**src/rtl/mii_rx_pkg.sv**
```systemverilog
// Shared constants, state type and CRC helpers for the MII receive
// error classifier. Assumes the reflected (LSB-first) CRC-32 form.
package mii_rx_pkg;

    localparam logic [31:0] CRC_POLY_REFL = 32'hEDB88320;
    localparam logic [31:0] CRC_SEED      = 32'hFFFF_FFFF;
    localparam logic [31:0] CRC_GOOD_RES  = 32'hC704DD7B;
    localparam logic [3:0]  NIB_PREAMBLE  = 4'h5;
    localparam logic [3:0]  NIB_DELIM     = 4'hD;

    typedef enum logic [1:0] {
        RX_IDLE = 2'd0,
        RX_HUNT = 2'd1,
        RX_DATA = 2'd2
    } rx_state_e;

    // One byte step of the reflected CRC-32.
    function automatic logic [31:0] crc32_step(input logic [31:0] c, input logic [7:0] d);
        logic [31:0] r;
        r = c ^ {24'h0, d};
        for (int i = 0; i < 8; i++) begin
            r = r[0] ? ((r >> 1) ^ CRC_POLY_REFL) : (r >> 1);
        end
        return r;
    endfunction

    // Bit reversal of a 32-bit word.
    function automatic logic [31:0] rev32(input logic [31:0] v);
        logic [31:0] r;
        for (int i = 0; i < 32; i++) begin
            r[i] = v[31-i];
        end
        return r;
    endfunction

endpackage

```
**src/rtl/mii_rx_framer.sv**
```systemverilog
// Reception tracker: opens on rx_dv, hunts for the 0x5,0xD delimiter,
// pairs data nibbles into bytes (low nibble first) and flags the close
// of a reception (rx_dv and crs both low). Assumes one nibble per clock.
module mii_rx_framer
    import mii_rx_pkg::*;
(
    input  logic       clk,
    input  logic       rst_n,
    input  logic [3:0] rxd,
    input  logic       rx_dv,
    input  logic       crs,
    output logic       rx_open,
    output logic       in_data,
    output logic       sfd_hit,
    output logic       byte_vld,
    output logic [7:0] byte_data,
    output logic       nib_odd,
    output logic       frame_end
);

    rx_state_e  state_q;
    logic       prev_pre_q;
    logic       phase_q;
    logic [3:0] low_q;

    // Decode of the current reception state and incoming nibble.
    always_comb begin
        rx_open   = (state_q != RX_IDLE);
        in_data   = (state_q == RX_DATA);
        frame_end = rx_open && !rx_dv && !crs;
        sfd_hit   = (state_q == RX_HUNT) && rx_dv && (rxd == NIB_DELIM) && prev_pre_q;
        byte_vld  = in_data && rx_dv && phase_q;
        byte_data = {rxd, low_q};
        nib_odd   = phase_q;
    end

    // State, delimiter history and nibble pairing.
    always_ff @(posedge clk) begin
        if (!rst_n) begin
            state_q    <= RX_IDLE;
            prev_pre_q <= 1'b0;
            phase_q    <= 1'b0;
            low_q      <= 4'h0;
        end else begin
            case (state_q)
                RX_IDLE: begin
                    if (rx_dv) begin
                        state_q    <= RX_HUNT;
                        prev_pre_q <= (rxd == NIB_PREAMBLE);
                    end
                end
                RX_HUNT: begin
                    if (frame_end) begin
                        state_q <= RX_IDLE;
                    end else if (rx_dv) begin
                        if (sfd_hit) begin
                            state_q <= RX_DATA;
                            phase_q <= 1'b0;
                        end
                        prev_pre_q <= (rxd == NIB_PREAMBLE);
                    end
                end
                RX_DATA: begin
                    if (frame_end) begin
                        state_q <= RX_IDLE;
                        phase_q <= 1'b0;
                    end else if (rx_dv) begin
                        phase_q <= !phase_q;
                        if (!phase_q) low_q <= rxd;
                    end
                end
                default: state_q <= RX_IDLE;
            endcase
        end
    end

endmodule

```
**src/rtl/mii_rx_crc32.sv**
```systemverilog
// Running CRC-32 over assembled receive bytes. Seeded at the delimiter;
// crc_ok reports the good-frame residue. Assumes the FCS is included.
module mii_rx_crc32
    import mii_rx_pkg::*;
(
    input  logic       clk,
    input  logic       rst_n,
    input  logic       clear,
    input  logic       byte_vld,
    input  logic [7:0] byte_data,
    output logic       crc_ok
);

    logic [31:0] crc_q;

    // Seed on delimiter, fold in each completed byte.
    always_ff @(posedge clk) begin
        if (!rst_n)        crc_q <= CRC_SEED;
        else if (clear)    crc_q <= CRC_SEED;
        else if (byte_vld) crc_q <= crc32_step(crc_q, byte_data);
    end

    // Residue compare in normal bit order.
    always_comb crc_ok = (rev32(crc_q) == CRC_GOOD_RES);

endmodule

```
**src/rtl/mii_rx_len_cnt.sv**
```systemverilog
// Saturating byte counter for oversize detection. Counts bytes after the
// delimiter including FCS; saturates one above MAX_BYTES.
module mii_rx_len_cnt #(
    parameter int MAX_BYTES = 1518
) (
    input  logic clk,
    input  logic rst_n,
    input  logic clear,
    input  logic byte_vld,
    output logic too_long
);

    localparam int              CW    = $clog2(MAX_BYTES + 2);
    localparam logic [CW-1:0]   LIMIT = CW'(MAX_BYTES);
    localparam logic [CW-1:0]   SAT   = CW'(MAX_BYTES + 1);

    logic [CW-1:0] cnt_q;

    // Count bytes, holding at SAT.
    always_ff @(posedge clk) begin
        if (!rst_n)                          cnt_q <= '0;
        else if (clear)                      cnt_q <= '0;
        else if (byte_vld && cnt_q != SAT)   cnt_q <= cnt_q + 1'b1;
    end

    // Oversize once the count passes the limit.
    always_comb too_long = (cnt_q > LIMIT);

endmodule

```
**src/rtl/mii_rx_err_classifier.sv**
```systemverilog
// Top of the MII receive error classifier. Collects per-reception flags
// and issues all event pulses together one cycle after reception close.
// Assumes fifo_ovr is asserted by the buffer logic during the reception.
module mii_rx_err_classifier #(
    parameter int MAX_BYTES = 1518
) (
    input  logic       clk,
    input  logic       rst_n,
    input  logic [3:0] rxd,
    input  logic       rx_dv,
    input  logic       rx_er,
    input  logic       crs,
    input  logic       fifo_ovr,
    output logic       ev_symbol,
    output logic       ev_fcs,
    output logic       ev_align,
    output logic       ev_long,
    output logic       ev_missed,
    output logic       ev_errored
);

    logic       rx_open, in_data, sfd_hit, byte_vld, nib_odd, frame_end;
    logic [7:0] byte_data;
    logic       crc_ok, too_long;
    logic       sym_q, ovr_q;
    logic       n_sym, n_fcs, n_align, n_long, n_missed;

    mii_rx_framer u_framer (
        .clk       (clk),
        .rst_n     (rst_n),
        .rxd       (rxd),
        .rx_dv     (rx_dv),
        .crs       (crs),
        .rx_open   (rx_open),
        .in_data   (in_data),
        .sfd_hit   (sfd_hit),
        .byte_vld  (byte_vld),
        .byte_data (byte_data),
        .nib_odd   (nib_odd),
        .frame_end (frame_end)
    );

    mii_rx_crc32 u_crc (
        .clk       (clk),
        .rst_n     (rst_n),
        .clear     (sfd_hit),
        .byte_vld  (byte_vld),
        .byte_data (byte_data),
        .crc_ok    (crc_ok)
    );

    mii_rx_len_cnt #(.MAX_BYTES(MAX_BYTES)) u_len (
        .clk      (clk),
        .rst_n    (rst_n),
        .clear    (sfd_hit),
        .byte_vld (byte_vld),
        .too_long (too_long)
    );

    // Sticky symbol and overrun flags for the open reception.
    always_ff @(posedge clk) begin
        if (!rst_n || frame_end) begin
            sym_q <= 1'b0;
            ovr_q <= 1'b0;
        end else begin
            sym_q <= sym_q | (rx_dv & rx_er);
            ovr_q <= ovr_q | (fifo_ovr & (rx_open | rx_dv));
        end
    end

    // Classification at reception close.
    always_comb begin
        n_sym    = frame_end & sym_q;
        n_fcs    = frame_end & in_data & !nib_odd & !crc_ok;
        n_align  = frame_end & in_data &  nib_odd & !crc_ok;
        n_long   = frame_end & in_data & too_long;
        n_missed = frame_end & (ovr_q | fifo_ovr);
    end

    // Registered event pulses.
    always_ff @(posedge clk) begin
        if (!rst_n) begin
            ev_symbol  <= 1'b0;
            ev_fcs     <= 1'b0;
            ev_align   <= 1'b0;
            ev_long    <= 1'b0;
            ev_missed  <= 1'b0;
            ev_errored <= 1'b0;
        end else begin
            ev_symbol  <= n_sym;
            ev_fcs     <= n_fcs;
            ev_align   <= n_align;
            ev_long    <= n_long;
            ev_missed  <= n_missed;
            ev_errored <= n_sym | n_fcs | n_align | n_long | n_missed;
        end
    end

endmodule

```
**config.mk**
```make
export PLATFORM = sky130hd
export DESIGN_NAME = mii_rx_err_classifier
export DESIGN_NICKNAME = d
export VERILOG_FILES = /design/src/rtl/mii_rx_pkg.sv /design/src/rtl/mii_rx_framer.sv /design/src/rtl/mii_rx_crc32.sv /design/src/rtl/mii_rx_len_cnt.sv /design/src/rtl/mii_rx_err_classifier.sv
export SDC_FILE = /design/constraint.sdc
export NUM_CORES = 1
export LEC_CHECK = 0
export BUFFER_PORTS_ARGS = -buffer_cell sky130_fd_sc_hd__buf_2
export CORE_ASPECT_RATIO = 1.4
export CORE_MARGIN = 1.5
export CORE_UTILIZATION = 61
export CTS_BUF_LIST = sky130_fd_sc_hd__clkbuf_16
export CTS_CLUSTER_DIAMETER = 40
export DETAILED_ROUTE_END_ITERATION = 8
export PLACE_DENSITY = 0.79
export SLEW_MARGIN = 25
export SYNTH_ARGS = -nofsm -noshare
export SYNTH_HDL_FRONTEND = slang
export SYNTH_SLANG_ARGS = --single-unit
```
**constraint.sdc**
```tcl
create_clock -name clk -period 2.3 [get_ports clk]
set_clock_uncertainty 0.15 [all_clocks]
set_input_delay 0.23 -clock clk [delete_from_list [all_inputs] [get_ports clk]]
set_output_delay 0.23 -clock clk [all_outputs]
set_load 0.02 [all_outputs]
```
==> results of run 1 <==
logic make-up after synthesis:
| group | after synthesis | synth area share [%] |
|---|---|---|
| compound gates | 65 | 12.3 |
| xor+xnor | 73 | 31.8 |
| fa+ha+maj | 2 | 0.753 |
| buf+inv | 19 | 2.18 |
| flops | 59 | 35.6 |
| mux | 5 | 1.51 |
| simple gates | 92 | 15.9 |
worst max-delay path, cell delays in order (launching register included):
cell	delay, ns
dfxtp_1	0.46
or4b_1	0.49
nor4_1	0.37
a41oi_1	0.20
o31a_1	0.33
routing by layer:
metal	GRT usage (%)	wire, um
met1	31.3	2870
met2	45.7	3740
met3	5.99	245
met4	14.1	250
met5	0	0
placed cells by master, fill, tap and decap left out, types with 3 or more instances in the layout:
| cell type | count |
|---|---|
| nand3_1 | 6 |
| o211ai_1 | 17 |
| clkbuf_16 | 9 |
| xnor3_1 | 16 |
| nand4_1 | 5 |
| o21ai_0 | 5 |
| clkinv_2 | 3 |
| nor3b_1 | 3 |
| xnor2_1 | 23 |
| nor3_1 | 9 |
| buf_4 | 9 |
| xor2_1 | 18 |
| dfxtp_1 | 59 |
| xnor2_2 | 6 |
| o21ai_1 | 9 |
| xnor2_4 | 4 |
| inv_1 | 5 |
| a21oi_1 | 22 |
| and2_1 | 3 |
| nand2_1 | 20 |
| xor3_1 | 3 |
| buf_2 | 15 |
| and3_1 | 6 |
| mux2i_1 | 5 |
| nor2_1 | 14 |
| nor2b_1 | 7 |
power by group:
| part | switching (uW) | total, uW | internal (uW) |
|---|---|---|---|
| combinational | 95.7 | 201 | 105 |
| clock | 455 | 1280 | 822 |
| sequential | 3.93 | 1030 | 1030 |
per-stage QoR:
stage          power [uW]  util [%]  cells
3_5_place_dp         1250      67.5    391
5_1_grt              2600      73.0    407
6_report             2510      73.0    407
2_1_floorplan        1200         -    315
4_1_cts              2530      73.0    407
3_3_place_gp         1250      67.5    391
sequential cells by signal, indices dropped and copies added (netlist names):
signal,flops
ev_errored,1
u_framer.low_q,4
u_framer.state_q,2
ev_long,1
u_crc.crc_q,32
ovr_q,1
sym_q,1
u_framer.nib_odd,1
ev_align,1
u_framer.prev_pre_q,1
u_len.cnt_q,11
ev_fcs,1
ev_symbol,1
ev_missed,1
worst min path at each step:
stage	endpoint	slack (ns)
global placement	u_len.cnt_q[8]$_SDFFE_PP0P_	0.34
global route	ev_missed$_SDFF_PN0_	0.07
finish	ev_missed$_SDFF_PN0_	0.06
CTS	ev_missed$_SDFF_PN0_	0.06
detailed placement	ev_symbol$_SDFF_PN0_	0.35
floorplan	ev_align$_SDFF_PN0_	0.23
final cells by class:
type	instances	area, um2
clock inverter	7	60.1
tap	66	82.6
timing repair buffer	25	163
inverter	4	15.0
clock buffer	9	225
multi-input combinational	237	2070
fill	391	1400
sequential	59	1180
==> metrics.log, run 1 <==
[metrics] worst voltage drop across the vdd grid: 468 uV
[metrics] post-route DRC violation count: 0
[metrics] ratio of cells with drive above 1 in the final layout: between 10% and 20%
[metrics] clk_lat worst skew: 0.33 ns
[metrics] largest net degree at the start of global routing: 36
[metrics] antenna cells: 0
[metrics] WP data required: 2.36 ns
[metrics] Worst Path Class, Setup: reg -> reg
[metrics] tightest slew margin relative to the limit: 56.0%
[metrics] number of flops mapped to enable cells by yosys: 0
[metrics] max-capacitance violation count: 0
[metrics] count of final hold-check violations: 0
[metrics] Inserted Clock Buffers: 9
[metrics] design area: 3790 um2
[metrics] Detailed Routing Iterations Pass 1: 4
[metrics] sequential fraction of the synthesis area: 35.6%
[metrics] Post-CTS Setup Inserts: 0
[metrics] result of the run: finished clean
[metrics] portion of synthesized cell area occupied by the leading cell type: 35.6%
[metrics] H-Tree Level Count: 3
[metrics] standard cell core area: roughly 5200 um2
[metrics] Critical Path End Type: register
[metrics] hold depth: 3
[metrics] clock edge transition at the registers on the reported setup and hold paths: about 0.050 ns
[metrics] GRT Overall Usage: roughly 27%
[metrics] starting utilization of the core area: between 60% and 70%
[metrics] async set-reset flop share out of synthesis: 0%
[metrics] area enclosed by the die boundary: just under 6000 um2
[metrics] Critical R2R Launch: u_crc.crc_q[5]$_SDFFE_PP1P_
[metrics] count of nets left with antenna violations after detail routing: 0
[metrics] maximum frequency from static timing analysis: approximately 0.47 GHz
[metrics] endpoint of the worst-slack reg-to-reg timing path: ev_errored$_SDFF_PN0_
[metrics] crit path to: ev_errored$_SDFF_PN0_
[metrics] area leader, netlist: dfxtp_1
[metrics] launch instance of the worst min-delay path: fifo_ovr
[metrics] sum of net half-perimeters after detailed placement: 5100 um
[metrics] worst setup slack for register-to-register paths: 0.19 ns
[metrics] mean routed wirelength per cell: 17.4 um
[metrics] kind of start point of the critical path: register
[metrics] slack of the critical path: 0.192 ns
[metrics] Fin Setup TNS: 0 ns
[metrics] final net count: 348
[metrics] overall via count from detail_route: 2402
[metrics] number of global-route vias before repair: roughly 2500
[metrics] worst hold slack across all endpoints: about 0.065 ns
[metrics] time the final worst path needs with I/O delays and setup: 2.11 ns
[metrics] routed wire length: 7100 um
[metrics] Root Driver: clkbuf_16
[metrics] synthesized area per cell: 10.5 um2
[metrics] critical path peak fanout: 4
[metrics] commonest cells in the netlist: 59 x dfxtp_1, 23 x xnor2_1, 22 x a21oi_1, 20 x nand2_1, 18 x xor2_1
[metrics] Post-Syn Area: 3320 um2
[metrics] number of top-level pins: 16
[metrics] Rows: 31
[metrics] actual transition at the worst max-transition pin: 0.659 ns
[metrics] part of the cycle the worst path needs: 91.7%
[metrics] CTS Hold Buffers Added: 0
[metrics] Avg Vias per Cell: 5.90
[metrics] Crit path arrival time: 2.17 ns
[metrics] synth-to-layout area growth: 14.2%
[metrics] clock sinks: between 50 and 60
[metrics] global-route wire length before repair: roughly 12000 um
[metrics] Leak: 0.00164 uW
[metrics] dominant cell by count in the synthesized netlist: dfxtp_1
[metrics] Most used DFF post-synth: dfxtp_1
[metrics] number of cells produced by synthesis: approximately 320
[metrics] height of the die: 90.3 um
[metrics] Worst R2R Path Depth: 4
[metrics] post-place instance area: 3510 um2
[metrics] antenna violations before repair: 0
[metrics] launching element of the worst setup path: u_crc.crc_q[5]$_SDFFE_PP1P_
[metrics] Synth Register Bits: 59
[metrics] top area cells in the synthesized netlist: dfxtp_1 36%, xnor3_1 11%, xnor2_1 6.1%
[metrics] total count of max-transition violations in the final report: 0
[metrics] number of instances resized during post-cts repair: 0
[metrics] RePlAce Congestion: 0.881
[metrics] count of port buffers added during placement: 15
[metrics] synthesis warning total: 0
[metrics] CTS tree: done
[metrics] power density cells: 661 nW/um2
[metrics] Syn Nets: 327
[metrics] number of setup violations in the final report: 0
[metrics] RSZ-0062 raised after global routing: false
[metrics] remaining global-route overflow: 0
[metrics] Place WS: 0.238 ns
[metrics] buffer depth of the longest clock path: 2
[metrics] Cell variety after synth: 50
[metrics] worst min-delay path category: in -> reg
[metrics] overall die width: 65.4 um
[metrics] Starting DRT DRC Count: ~150
Note: power is estimated with default switching activity, not from simulation.
==> inputs of run 2 (changes only) <==
Settings changed: ABC_AREA set to 1.
==> run 2 against run 1 <==
The flow now finishes with violations (hold timing). Area after synthesis increased by 2.0%. Combinational power fell by 26%. Non-clock buffer count is 7 lower. Highest routed layer unchanged. Synthesized cell count increased by 67%. Sequential share of layout area decreased by 0.19 points. Total power up 0.90%. Sequential power about the same. Critical path depth is 8 higher.
==> metrics.log, run 2 <==
[metrics] result of the run: finished, violations left
[metrics] failing checks: hold timing
[metrics] endpoint with the worst hold slack: sym_q$_SDFF_PP0_
[metrics] max-capacitance violation count: 0
[metrics] mean routed wirelength per cell: around 14 um
[metrics] hold depth: 3
[metrics] async set-reset flop share out of synthesis: 0%
[metrics] actual transition at the worst max-transition pin: 0.563 ns
[metrics] time the final worst path needs with I/O delays and setup: 2.08 ns
[metrics] Synth Register Bits: 59
[metrics] number of global-route vias before repair: 3277
[metrics] H-Tree Level Count: 3
[metrics] area enclosed by the die boundary: 6010 um2
[metrics] RSZ-0062 raised after global routing: false
[metrics] number of setup violations in the final report: 0
[metrics] Fin Setup TNS: 0 ns
[metrics] Detailed Routing Iterations Pass 1: 6
[metrics] met3 wire length: 456 um
[metrics] CTS Hold Buffers Added: 0
[metrics] routed wire length: 8880 um
[metrics] endpoint of the worst-slack reg-to-reg timing path: u_crc.crc_q[19]$_SDFFE_PP1P_
[metrics] antenna violations before repair: 0
[metrics] Post-Syn Area: approximately 3400 um2
[metrics] starting utilization of the core area: 64.2%
[metrics] WP data required: 2.37 ns
[metrics] wire length on met1: 3820 um
[metrics] power density cells: around 660 nW/um2
[metrics] antenna cells: 0
[metrics] largest net degree at the start of global routing: 33
[metrics] maximum frequency from static timing analysis: 0.481 GHz
[metrics] remaining global-route overflow: 0
[metrics] Crit path arrival time: 2.15 ns
[metrics] number of flops mapped to enable cells by yosys: 0
[metrics] count of nets left with antenna violations after detail routing: 0
[metrics] part of the cycle the worst path needs: 90.3%
[metrics] RePlAce Congestion: 0.999
[metrics] top area cells in the synthesized netlist: dfxtp_1 35%, nand2_1 19%, inv_1 6.8%
[metrics] total count of max-transition violations in the final report: 0
[metrics] Root Driver: clkbuf_16
[metrics] Starting DRT DRC Count: 331
[metrics] area leader, netlist: dfxtp_1
[metrics] final core area utilization: 72.4%
[metrics] final net count: 557
[metrics] Most used DFF post-synth: dfxtp_1
[metrics] Reg with most FFs: u_crc.crc_q
[metrics] tightest slew margin relative to the limit: 62.2%
[metrics] launch instance of the worst min-delay path: rx_er
[metrics] ratio of cells with drive above 1 in the final layout: 8.18%
[metrics] worst min-delay path category: in -> reg
[metrics] sequential fraction of the synthesis area: approximately a third
[metrics] Critical R2R Launch: u_framer.low_q[0]$_SDFFE_PN0P_
[metrics] post-route DRC violation count: 0
[metrics] number of top-level pins: 16
[metrics] synth-to-layout area growth: 12.7%
[metrics] Leak: about 0.0018 uW
[metrics] commonest cells after routing, fill and taps aside: 167 x nand2_1, 61 x inv_1, 59 x dfxtp_1
[metrics] dominant cell by count in the synthesized netlist: nand2_1
[metrics] worst voltage drop across the vdd grid: 583 uV
[metrics] wire length on met2: roughly 4200 um
[metrics] sum of net half-perimeters after detailed placement: ~6400 um
[metrics] number of cells produced by synthesis: 526
[metrics] clk_lat worst skew: 0.33 ns
[metrics] Avg Vias per Cell: 5.66
[metrics] commonest cells in the netlist: 167 x nand2_1, 61 x inv_1, 59 x dfxtp_1, 45 x a21oi_1, 40 x nand3_1
[metrics] overall die width: 66.0 um
[metrics] portion of synthesized cell area occupied by the leading cell type: between 30% and 40%
[metrics] number of instances resized during post-cts repair: 0
[metrics] Worst R2R Path Depth: 12
[metrics] kind of start point of the critical path: register
[metrics] worst hold slack across all endpoints: -0.00202 ns
[metrics] Inserted Clock Buffers: 9
[metrics] Regs by FF count: u_crc.crc_q (32), u_len.cnt_q (11), u_framer.low_q (4)
[metrics] standard cell core area: 5280 um2
[metrics] Critical Path End Type: register
[metrics] CTS tree: done
[metrics] count of port buffers added during placement: 15
[metrics] Post-CTS Setup Inserts: 0
[metrics] Worst Path Class, Setup: reg -> reg
[metrics] GRT Overall Usage: 32.2%
[metrics] overall via count from detail_route: 3488
[metrics] synthesis warning total: 0
[metrics] global-route wire length before repair: approximately 15000 um
[metrics] Syn Nets: 538
[metrics] worst setup slack for register-to-register paths: 0.22 ns
[metrics] Cell variety after synth: 27
[metrics] synthesized area per cell: 6.44 um2
[metrics] top layer in use: met4
[metrics] clock sinks: 59
[metrics] count of final hold-check violations: 1
[metrics] buffer depth of the longest clock path: 2
[metrics] Largest register FFs: 32
[metrics] clock edge transition at the registers on the reported setup and hold paths: 0.06 ns
[metrics] height of the die: 91.2 um
[metrics] critical path peak fanout: 10
[metrics] most common cell after layout, fill and taps aside: nand2_1
[metrics] Rows: 31
==> run 2: cell count changes after synthesis, moves of 12 or more <==
| cell | change |
|---|---|
| inv_1 | +57 |
| nand2_1 | +147 |
| nand3_1 | +34 |
| nor2_1 | +13 |
| o21ai_0 | +30 |
| a21oi_1 | +23 |
| o211ai_1 | -12 |
| xnor3_1 | -16 |
| xnor2_1 | -15 |
==> run 2: logic make-up (layout without fill, tap and decap cells) <==
family	Yosys count	after routing	share of synthesized area [%]
buffers and inverters	75	99	8.75
xor gates and xnor gates	32	32	8.27
and+or+nand+nor	271	271	33.9
adders and majority gates	2	2	0.739
DFF	59	59	34.9
AOI/OAI and AO/OA	87	87	13.4
==> run 2: power breakdown <==
part           total, uW  internal [uW]  switching, uW
Sequential          1030           1030           3.12
Clock               1350            842            511
Combinational        149           44.4            104
==> run 2: how the worst max path moves through the flow <==
stage	from	endpoint	slack (ns)
2_1_floorplan	u_crc.crc_q[0]$_SDFFE_PP1P_	u_crc.crc_q[19]$_SDFFE_PP1P_	0.71
3_3_place_gp	u_crc.crc_q[0]$_SDFFE_PP1P_	u_crc.crc_q[19]$_SDFFE_PP1P_	0.30
3_5_place_dp	u_framer.low_q[0]$_SDFFE_PN0P_	u_crc.crc_q[19]$_SDFFE_PP1P_	0.28
4_1_cts	u_framer.low_q[0]$_SDFFE_PN0P_	u_crc.crc_q[19]$_SDFFE_PP1P_	0.27
5_1_grt	u_crc.crc_q[0]$_SDFFE_PP1P_	u_crc.crc_q[19]$_SDFFE_PP1P_	0.09
6_report	u_framer.low_q[0]$_SDFFE_PN0P_	u_crc.crc_q[19]$_SDFFE_PP1P_	0.22
==> run 2: cell type report <==
class / instances / area, um2
flip-flops and latches: 59 / 1180
repair buffers: 18 / 97.6
multi-input cells: 392 / 1910
clock inverters: 7 / 78.8
fillers: 493 / 1460
clock buffers: 9 / 225
inverters: 65 / 244
well taps: 66 / 82.6
==> run 2: worst max-delay path, stage by stage (launching register included) <==
cell and delay, ns:
dfxtp_1 0.33, inv_1 0.11, nand2_1 0.09, nand2_2 0.21, nand2_1 0.17, nand2_2 0.20, nand2_1 0.15, nand2_1 0.18
nand2_1 0.10, nand2_1 0.11, nand2_1 0.06, nand3_1 0.06, nand2_1 0.05
==> run 2: metal layers <==
metal | vias up | GRT usage, %
met2 | 139 | 51.6
met1 | 1584 | 40.9
met4 | 0 | 19.6
met5 | - | 0
li1 | 1729 | -
met3 | 36 | 3.22
==> run 2: stage by stage <==
stage | setup WS (ns) | instances | hold slack [ns] | total power, uW | instance area, um2
6_report | 0.222 | 616 | -0.00202 | 2530 | 3820
5_1_grt | 0.0879 | 616 | 0.0425 | 2590 | 3820
4_1_cts | 0.274 | 616 | 0.00610 | 2530 | 3820
3_5_place_dp | 0.284 | 600 | 0.299 | 1200 | 3510
3_3_place_gp | 0.299 | 600 | 0.294 | 1190 | 3510
2_1_floorplan | 0.706 | 526 | 0.178 | 1160 | 3390
